`config.mk`:
```
export PLATFORM = sky130hd
export DESIGN_NAME = ssf_status_reg
export DESIGN_NICKNAME = d
export VERILOG_FILES = /design/src/rtl/ssf_pkg.sv /design/src/rtl/ssf_flag_cell.sv /design/src/rtl/ssf_irq_gate.sv /design/src/rtl/ssf_status_reg.sv
export SDC_FILE = /design/constraint.sdc
export NUM_CORES = 1
export LEC_CHECK = 0
export CAP_MARGIN = 20
export CELL_PAD_IN_SITES_DETAIL_PLACEMENT = 1
export CELL_PAD_IN_SITES_GLOBAL_PLACEMENT = 2
export CORE_MARGIN = 8
export CORE_UTILIZATION = 23
export DETAILED_ROUTE_END_ITERATION = 12
export DONT_BUFFER_PORTS = 1
export GPL_TIMING_DRIVEN = 0
export PLACE_DENSITY = 0.65
export SLEW_MARGIN = 0
export SYNTH_ARGS = -nofsm -noshare
export SYNTH_HDL_FRONTEND = slang
export SYNTH_SLANG_ARGS = --single-unit
```
`constraint.sdc`:
```
create_clock -name clk -period 0.8 [get_ports clk]
set_input_delay 0.12 -clock clk [delete_from_list [all_inputs] [get_ports clk]]
set_output_delay 0.12 -clock clk [all_outputs]
set_load 0.005 [all_outputs]
```
`src/rtl/ssf_pkg.sv`:
```
// Shared constants for the serial status flag register.
// Assumes a 32-bit read word and twelve flags indexed as in the brief.
package ssf_pkg;
    localparam int REG_W     = 32;
    localparam int NUM_FLAGS = 12;
    localparam int NUM_ERR   = 3;
    localparam int CODE_W    = 2;

    // Flag indices with special behaviour.
    localparam int IDX_PARITY  = 9;
    localparam int IDX_OVERRUN = 10;
    localparam int IDX_FRAMING = 11;

    // Bit position of flag k in the read word.
    function automatic int flag_pos(input int k);
        case (k)
            0:  return 0;
            1:  return 1;
            2:  return 2;
            3:  return 3;
            4:  return 8;
            5:  return 9;
            6:  return 10;
            7:  return 11;
            8:  return 12;
            9:  return 24;
            10: return 25;
            default: return 26;
        endcase
    endfunction

    // Value flag k takes on any reset.
    function automatic logic flag_rst(input int k);
        return (k == 4) || (k == 7);
    endfunction

    // Vector code that clears flag k (0 means none).
    function automatic logic [CODE_W-1:0] flag_vec(input int k);
        case (k)
            IDX_PARITY:  return 2'd1;
            IDX_OVERRUN: return 2'd2;
            IDX_FRAMING: return 2'd3;
            default:     return 2'd0;
        endcase
    endfunction

    // Mask of implemented bits in the read word.
    function automatic logic [REG_W-1:0] used_mask();
        logic [REG_W-1:0] m;
        m = '0;
        for (int k = 0; k < NUM_FLAGS; k++) begin
            m[flag_pos(k)] = 1'b1;
        end
        return m;
    endfunction
endpackage

```
`src/rtl/ssf_flag_cell.sv`:
```
// One sticky status flag.
// Priority from highest: system reset, soft reset, set event, clear request.
// Assumes all inputs are synchronous to clk.
module ssf_flag_cell #(
    parameter logic RST_VAL = 1'b0
) (
    input  logic clk,
    input  logic rst_n,
    input  logic soft_clr,
    input  logic set_ev,
    input  logic clr_req,
    output logic q
);
    // Flag state update with set-over-clear priority.
    always_ff @(posedge clk) begin
        if (!rst_n)        q <= RST_VAL;
        else if (soft_clr) q <= RST_VAL;
        else if (set_ev)   q <= 1'b1;
        else if (clr_req)  q <= 1'b0;
    end

    assert_set_sticky_R3: assert property (@(posedge clk) disable iff (!rst_n)
        (set_ev && !soft_clr) |=> q);
    assert_hold_R3: assert property (@(posedge clk) disable iff (!rst_n)
        (!set_ev && !clr_req && !soft_clr) |=> $stable(q));
    assert_clear_R4: assert property (@(posedge clk) disable iff (!rst_n)
        (clr_req && !set_ev && !soft_clr) |=> !q);
    assert_soft_reset_R5: assert property (@(posedge clk) disable iff (!rst_n)
        soft_clr |=> (q == RST_VAL));
    assert_set_wins_R8: assert property (@(posedge clk) disable iff (!rst_n)
        (set_ev && clr_req && !soft_clr) |=> q);
endmodule

```
`src/rtl/ssf_irq_gate.sv`:
```
// Combines the enabled error flags into one interrupt line.
// Assumes the flag and enable vectors share bit order.
module ssf_irq_gate #(
    parameter int N = 3
) (
    input  logic [N-1:0] flags,
    input  logic [N-1:0] en,
    output logic         irq
);
    // Enabled-flag reduction.
    always_comb irq = |(flags & en);
endmodule

```
`src/rtl/ssf_status_reg.sv`:
```
// Serial port status flag register.
// Latches datapath event pulses as sticky flags and clears them by:
//   - write-one-to-clear
//   - an error vector read
//   - a new character (framing flag only)
//   - a soft reset.
// Drives an error interrupt from the enabled error flags.
// Assumes single-cycle event pulses, with sw_rst and mod_rst as levels.
module ssf_status_reg
    import ssf_pkg::*;
(
    input  logic                 clk,
    input  logic                 rst_n,
    input  logic                 sw_rst,
    input  logic                 mod_rst,
    input  logic [NUM_FLAGS-1:0] set_ev,
    input  logic                 wr_en,
    input  logic [REG_W-1:0]     wr_data,
    input  logic                 vec_rd,
    input  logic [CODE_W-1:0]    vec_code,
    input  logic                 new_char,
    input  logic [NUM_ERR-1:0]   int_en,
    output logic [REG_W-1:0]     rd_data,
    output logic                 err_irq
);
    localparam logic [REG_W-1:0] USED = used_mask();

    logic                 soft_clr;
    logic [NUM_FLAGS-1:0] flag_q;
    logic [NUM_FLAGS-1:0] clr_req;
    logic [NUM_ERR-1:0]   err_flags;

    // Either soft reset restores reset values.
    always_comb soft_clr = sw_rst | mod_rst;

    for (genvar k = 0; k < NUM_FLAGS; k++) begin : g_flag
        localparam int               POS  = flag_pos(k);
        localparam logic [CODE_W-1:0] CODE = flag_vec(k);
        localparam logic             IS_FR = (k == IDX_FRAMING);

        // Collect this flag's clear sources.
        always_comb begin
            clr_req[k] = wr_en & wr_data[POS];
            if (CODE != '0) clr_req[k] = clr_req[k] | (vec_rd & (vec_code == CODE));
            if (IS_FR)      clr_req[k] = clr_req[k] | new_char;
        end

        ssf_flag_cell #(.RST_VAL(flag_rst(k))) u_cell (
            .clk      (clk),
            .rst_n    (rst_n),
            .soft_clr (soft_clr),
            .set_ev   (set_ev[k]),
            .clr_req  (clr_req[k]),
            .q        (flag_q[k])
        );
    end

    // Place each flag at its bit of the read word.
    always_comb begin
        rd_data = '0;
        for (int k = 0; k < NUM_FLAGS; k++) rd_data[flag_pos(k)] = flag_q[k];
    end

    // Error flags in enable order: parity, overrun, framing.
    always_comb err_flags = {flag_q[IDX_FRAMING], flag_q[IDX_OVERRUN], flag_q[IDX_PARITY]};

    ssf_irq_gate #(.N(NUM_ERR)) u_irq (
        .flags (err_flags),
        .en    (int_en),
        .irq   (err_irq)
    );

    assert_reserved_zero_R1: assert property (@(posedge clk) disable iff (!rst_n)
        (rd_data & ~USED) == '0);
    assert_vec_clear_R6: assert property (@(posedge clk) disable iff (!rst_n)
        (vec_rd && vec_code == 2'd2 && !set_ev[IDX_OVERRUN] && !soft_clr) |=> !rd_data[25]);
    assert_newchar_R7: assert property (@(posedge clk) disable iff (!rst_n)
        (new_char && !set_ev[IDX_FRAMING] && !soft_clr) |=> !rd_data[26]);
    assert_irq_enable_R9: assert property (@(posedge clk) disable iff (!rst_n)
        err_irq |-> (int_en != '0));
endmodule

```
Word level (Yosys, flattened, before mapping) --
Cells that the tools add are included.
Word-level totals: flip-flop bits (word level) 12, output and inout port bits 33
Operators by class: muxes and demuxes 20, bitwise operators 22, reduce and logical (&&, ||, !) cells 14, equal/unequal tests 3
Operators by type and width (count):
- $mux 1 | 20
- $reduce_bool 2->1 | 10
- $and 1x1->1 | 15
- $reduce_or 3->1 | 3
- $or 1x1->1 | 5
- $eq 2x2->1 const B | 2
- $and 3x3->3 | 1
- $eq 2x1->1 const B | 1
- $reduce_or 2->1 | 1
- $not 1->1 | 1

Logic depth before layout (Yosys ltp) --
Gate-level depths: netlist (run 1).
depth after elaboration 6, depth in mapped cells 4

By module --
Synthesis (run 1) repeated with hierarchy kept, for this count alone.
Unflattened totals: cell total of the unflattened synthesis 90, area, all modules 755.7 µm²
By module, submodules not included:
- ssf_flag_cell at g_flag[0].u_cell ... | area each 40.0 µm², times used 10, seq. area each 20.0 µm², cells each 4
- ssf_status_reg | area each 271.5 µm², times used 1, seq. area each 0.0 µm², cells each 40
- ssf_flag_cell at g_flag[4].u_cell ... | area each 35.0 µm², times used 2, seq. area each 20.0 µm², cells each 4
- ssf_irq_gate | area each 13.8 µm², times used 1, seq. area each 0.0 µm², cells each 2

Least setup slack after synthesis (run 1) --
No wires, ideal clock.
path kind reg-to-output, from reg g_flag[9].u_cell.q, to out err_irq, setup slack 0.017 ns, cell stages (with the launch flop) 3, data arrival time 0.663 ns, path through dfxtp_1 > a222oi_1 > inv_1
On the way: word-level cells in the longest chain between the ends 2
RTL lines:
- start: declaration | line ssf_flag_cell.sv:12 | output logic q
- start signal: assignment | line ssf_flag_cell.sv:16 | if (!rst_n) q <= RST_VAL;
- start signal: assignment | line ssf_flag_cell.sv:17 | else if (soft_clr) q <= RST_VAL;
- start signal: assignment | line ssf_flag_cell.sv:18 | else if (set_ev) q <= 1'b1;
- $and 3x3->3 | line ssf_irq_gate.sv:11 | always_comb irq = |(flags & en);
- $reduce_or 3->1 | line ssf_irq_gate.sv:11
- end: declaration | line ssf_status_reg.sv:24 | output logic err_irq
No other way between the ends.

Worst setup path in the final report (run 1) --
Same ends and word-level chain as after synthesis.

==> out/qor.csv, run 1 <==
metric,value,unit
Unique masters post-synth,16,
Int Pwr,964,uW
Clock Pin Slew Worst Setup and Hold Paths,70,ps
gpl congestion,0.610,
most frequent cells in the layout,"25 x buf_4, 20 x conb_1, 15 x buf_6",
vias in the first global route,717,
Area Growth Syn to Fin,54.8,%
Switching Share,23.1,%
first-pass GRT wire length,3.36,mm
wire per inst,13.2,um
setup violators final,15,
Worst EP arrival,1020,ps
largest reg by FF count,g_flag.u_cell.q,
largest net degree at the start of global routing,11,
gr ovfl total,0,
diodes inserted,0,
drt total wl,2.15,mm
CP endpoint kind,primary output,
worst min-delay path class,in -> reg,
combinational fraction of design power,22.4,%
number of synthesized flops with an enable pin,0,
TritonCTS clock tree,yes,
post-synthesis async set-or-reset flop share,0,%
P per Cell Area,1140,mW/mm^2
# H-tree levels,1,
Multi-input gate area,294,sq um
Setup TNS,-880,ps
R2R Setup Slk,-30,ps
CTS Sinks,12,
status,finished with violations,
max cap viols,0,
largest registers,g_flag.u_cell.q: 12 flops,
post-route cell area,0.00110,sq mm
"Seq/Total Area, Yosys",33.7,%
GRT Total Usage,8.33,%
minimum clock period,1140,ps
max reg flops,12,
"Slew Viols, Final",0,
I/O pin total,89,
clk_skew,0,ps
violated checks,setup timing,
filler instances,365,
Leakage,0.546,nW
final setup margin,-339,ps
net load switching power,290,uW
drt first pass iters,4,
"commonest non-fill, non-tap cell in the layout",buf_4,
initial antenna violation count,0,
peak supply drop,0.325,mV
Fmax achieved,878,MHz
routed vias,636,
Flop pwr share,49.9,%
Initial Util,23.7,%
Clock Tree Root,clkbuf_4,
Setup WS pre-CTS,-48.9,ps
layout cells sized above 1,45.4,%
Clk pwr share,27.7,%
RSZ-0062 raised after global routing,true,
Clock Path Buffers,2,
final hold vios,0,
Main synth FF type,dfxtp_1,
"Max FO, Critical Path",2,
Mapped Cells,89,
Post-Syn Area per Cell,8.00,sq um
Critical Path RT,680,ps
Synth Register Bits,12,
cts bufs inserted,3,
Chip Width,71.6,um
Via density,3.90,
DIE HEIGHT,71.6,um
core outline area,0.00300,sq mm
Layout Utilization,36.7,%
CP Class,reg -> out,
cell area after synthesis,712,sq um
Die ar.,0.00513,sq mm
Final ANT Viol Nets,0,
Syn. warnings,0,
final routed DRC violation total,0,
clk_lat worst skew,260,ps
Worst Setup Start Kind,register,
Placed Instance Area,825,sq um
Sequential Area,255,sq um
nets,188,
final worst-path cycle share,142,%
FP Rows,20,
PortBufs,0,
Iteration-0 DRC Markers,7,
==> layout make-up <==
cell class	count	area share, %
inverters	2	0.681
well taps	33	3.75
clock buffers	3	2.04
multi-input cells	60	26.7
plain buffers	34	27.0
repair buffers	19	16.7
flip-flops and latches	12	23.2
==> synthesized netlist by cell type (2+ instances only) <==
master | n | share of area [%]
nand2_1 | 12 | 6.3
nor2_1 | 11 | 5.8
a21oi_1 | 7 | 4.9
a31oi_1 | 2 | 1.8
inv_1 | 2 | 1.1
nand3b_1 | 2 | 2.1
buf_4 | 32 | 34
a211o_1 | 2 | 2.5
dfxtp_1 | 12 | 34
==> per-layer routing <==
metal  vias up  share of wire [%]  GRT usage (%)  wire (um)
li1        323                  -              -          -
met2        36                 53           16.0       1150
met3         2                 10           3.07        221
met5         -                  0              0          0
met4         0                1.5           4.76         32
met1       275                 35           7.15        745
==> cells by family (layout without fill, tap and decap cells) <==
family | after synthesis | in the layout | synth area share, %
flip-flops | 12 | 12 | 33.7
buffers and inverters | 36 | 58 | 37.1
AO/OA/AOI/OAI | 13 | 13 | 12.8
other | 1 | 20 | 0.527
AND/OR/NAND/NOR | 27 | 27 | 15.8
==> power by group through the flow <==
stage	registers, mW	clock network (mW)	logic [mW]
after floorplan	0.633	0	0.178
after global routing	0.628	0.400	0.312
after CTS	0.626	0.376	0.264
final	0.626	0.347	0.281
after detailed placement	0.636	0	0.197
after global placement	0.635	0	0.195
==> final timing paths <==
check	cells past startpoint	to	start
setup reg to reg	4	g_flag[10].u_cell.q$_SDFFE_PP0P_	g_flag[10].u_cell.q$_SDFFE_PP0P_
setup / recovery	2	err_irq	g_flag[9].u_cell.q$_SDFFE_PP0P_
hold reg to reg	1	g_flag[4].u_cell.q$_SDFFE_PP1P_	g_flag[4].u_cell.q$_SDFFE_PP1P_
hold / removal	2	g_flag[7].u_cell.q$_SDFFE_PP1P_	wr_en
==> stage by stage <==
step | power (mW) | hold WS, ps | cells
2_1_floorplan | 0.811 | 214 | 108
3_3_place_gp | 0.830 | 216 | 141
3_5_place_dp | 0.832 | 218 | 141
4_1_cts | 1.27 | 38.3 | 161
5_1_grt | 1.34 | 42.4 | 163
6_report | 1.25 | 43.4 | 163
==> critical path: stages (launching register included) <==
cell      delay (ps)
dfxtp_2          320
a222oi_1         330
inv_1            110
==> timing repair <==
action | 4_1_cts | 5_1_grt
buffers inserted | 5 | 3
endpoints found under the setup margin | 13 | 14
gates resized for setup | 24 | 5
hold endpoints to repair | 12 | 0
hold buffers | 12 | 0
No activity file was read; power rests on OpenSTA's default activity.
==> inputs of run 2 (changes only) <==
- CORE_MARGIN: 8 -> 2
==> run 2 against run 1 <==
The run still ends with setup timing left. Clock skew is the same. Power up 11%. Worst hold slack worse by 24 ps. Cell count decreased by 1.2%. Global-route usage up 0.71 points. Routed wire length decreased by 14%. Fmax down 1.1%. Clock-buffer cell count is 1 higher. Critical path depth unchanged. Register-to-register slack lost 20 ps. Design area is 0.57% lower. Combinational power fell by 1%. Critical path type unchanged. Largest power group unchanged. Highest routed layer is now met3.
==> out/qor.csv, run 2 (synthesized netlist as in run 1, its figures left out) <==
metric,value,unit,change
clk_skew,0,ps,unchanged
PortBufs,0,,unchanged
"Slew Viols, Final",0,,unchanged
# H-tree levels,1,,unchanged
crit-path cells,a222oi_1 > inv_1,,
violated checks,setup timing,,
vias in the first global route,585,,-18%
Fmax achieved,868,MHz,-1.1%
largest net degree at the start of global routing,11,,unchanged
Via density,3.87,,-0.83%
final worst-path cycle share,144,%,+1.6 points
routed vias,623,,-2.0%
FP Rows,20,,unchanged
Final ANT Viol Nets,0,,unchanged
Int Pwr,1.06,mW,+10%
"Slowest-stage cell, CP",a222oi_1,,
GRT Total Usage,9.04,%,+0.71 points
Layout Cells excl Fill,161,,-1.2%
Placed Cells,141,,unchanged
Flop pwr share,45.1,%,-4.8 points
Clock Tree Root,clkbuf_4,,
initial antenna violation count,0,,unchanged
CP endpoint kind,primary output,,
gpl congestion,0.583,,-4.5%
max reg flops,12,,unchanged
nets,185,,-1.6%
Clock Path Buffers,2,,unchanged
filler instances,364,,-0.27%
layout cells sized above 1,45.3,%,-0.072 points
peak supply drop,0.259,mV,-20%
"Max FO, Critical Path",2,,unchanged
minimum clock period,1150,ps,+13.0 ps
Iteration-0 DRC Markers,4,,-3
Die ar.,0.00356,sq mm,-31%
final hold vios,0,,unchanged
"commonest non-fill, non-tap cell in the layout",buf_4,,
diodes inserted,0,,unchanged
wire per inst,11.5,um,-12%
drt total wl,1.85,mm,-14%
CTS Sinks,12,,unchanged
I/O pin total,89,,unchanged
final setup margin,-352,ps,-13.0 ps
setup violators final,15,,unchanged
drt first pass iters,4,,unchanged
"CP delay by family, top",compound AO/OA/AOI/OAI gates,,
Layout Utilization,36.5,%,-0.21 points
Placed Instance Area,825,sq um,unchanged
P per Cell Area,1270,mW/mm^2,+11%
DIE HEIGHT,59.6,um,-17%
max cap viols,0,,unchanged
CP peak stage delay,340,ps,about the same
largest registers,g_flag.u_cell.q: 12 flops,,
core outline area,0.00300,sq mm,unchanged
Switching Share,23.5,%,+0.32 points
WP buf/inv,1,,unchanged
Worst EP arrival,1030,ps,about the same
Critical Path RT,680,ps,about the same
Setup TNS,-1140,ps,-257 ps
Clock Pin Slew Worst Setup and Hold Paths,80,ps,about the same
post-route cell area,0.00110,sq mm,-0.57%
clk_lat worst skew,270,ps,about the same
largest reg by FF count,g_flag.u_cell.q,,
cts bufs inserted,3,,unchanged
final routed DRC violation total,0,,unchanged
Sequential Area,255,sq um,unchanged
worst setup path start,g_flag[9].u_cell.q$_SDFFE_PP0P_,,
gr ovfl total,0,,unchanged
first-pass GRT wire length,2.32,mm,-31%
r2r startpoint,g_flag[9].u_cell.q$_SDFFE_PP0P_,,
Initial Util,23.7,%,unchanged
DP Wirelength,1.25,mm,
Multi-input gate area,300,sq um,+2.1%
Worst Setup Start Kind,register,,
CP Class,reg -> out,,
Leakage,0.538,nW,-1.5%
Clk pwr share,35.0,%,+7.3 points
RSZ-0062 raised after global routing,true,,
Chip Width,59.6,um,-17%
status,finished with violations,,
hold path start,wr_en,,
Area Growth Syn to Fin,54.0,%,
worst min-delay path class,in -> reg,,
combinational fraction of design power,20.0,%,-2.4 points
most frequent cells in the layout,"23 x buf_4, 20 x conb_1, 14 x buf_6",,
net load switching power,326,uW,+12%
TritonCTS clock tree,yes,,
-- run 2: what timing repair did --
| action | 4_1_cts | 5_1_grt |
|---|---|---|
| resized for setup | 23 | 4 |
| hold buffers | 12 | 0 |
| setup endpoints to repair | 13 | 13 |
| endpoints found under the hold margin | 12 | 0 |
| setup buffers | 1 | 3 |
| pin swaps | 1 | 2 |
| gates cloned | 0 | 0 |
-- run 2: routing by layer --
layer  global-route usage [%]  wire [um]  share of wire (%)  vias up
met3                     1.75        141                7.6        0
met2                     17.3       1140                 61       31
met1                     8.28        576                 31      278
met5                        0          0                  0        -
li1                         -          -                  -      314
met4                     6.67          0                  0        0
-- run 2: layout make-up --
cell class	count	area share, %
Buffer	34	27.2
Sequential cell	12	23.3
Clock buffer	4	3.31
Tap cell	33	3.77
Timing Repair Buffer	16	14.4
Inverter	2	0.685
Multi-Input combinational cell	60	27.4
-- run 2: final timing paths --
kind                                                   endpoint  slack (ps)  cells past startpoint
worst max register to register  g_flag[9].u_cell.q$_SDFFE_PP0P_         -50                      4
worst min register to register  g_flag[7].u_cell.q$_SDFFE_PP1P_         470                      1
worst max-delay path                                    err_irq        -350                      2
worst min-delay path            g_flag[4].u_cell.q$_SDFFE_PP1P_          20                      2
-- run 2: power groups by stage --
| stage | clock network, mW | registers, mW | logic (mW) |
|---|---|---|---|
| floorplan | 0 | 0.633 | 0.178 |
| global placement | 0 | 0.635 | 0.192 |
| detailed placement | 0 | 0.636 | 0.194 |
| CTS | 0.507 | 0.627 | 0.253 |
| global route | 0.538 | 0.628 | 0.306 |
| finish | 0.486 | 0.626 | 0.277 |
-- run 2: metrics by stage --
step	total power, mW	hold slack [ps]	worst slack, ps
finish	1.39	19.6	-352
global route	1.47	17.7	-474
CTS	1.39	7.08	-349
detailed placement	0.830	220	-42.1
global placement	0.827	219	-18.5
floorplan	0.811	214	16.6
==> inputs of run 3 (changes only) <==
- CTS_CLUSTER_DIAMETER: unset -> 30
- RECOVER_POWER: unset -> 50
- SLEW_MARGIN: 0 -> unset
==> results of run 3 <==
No change in the layout: final DEF, timing and power equal those of run 2.
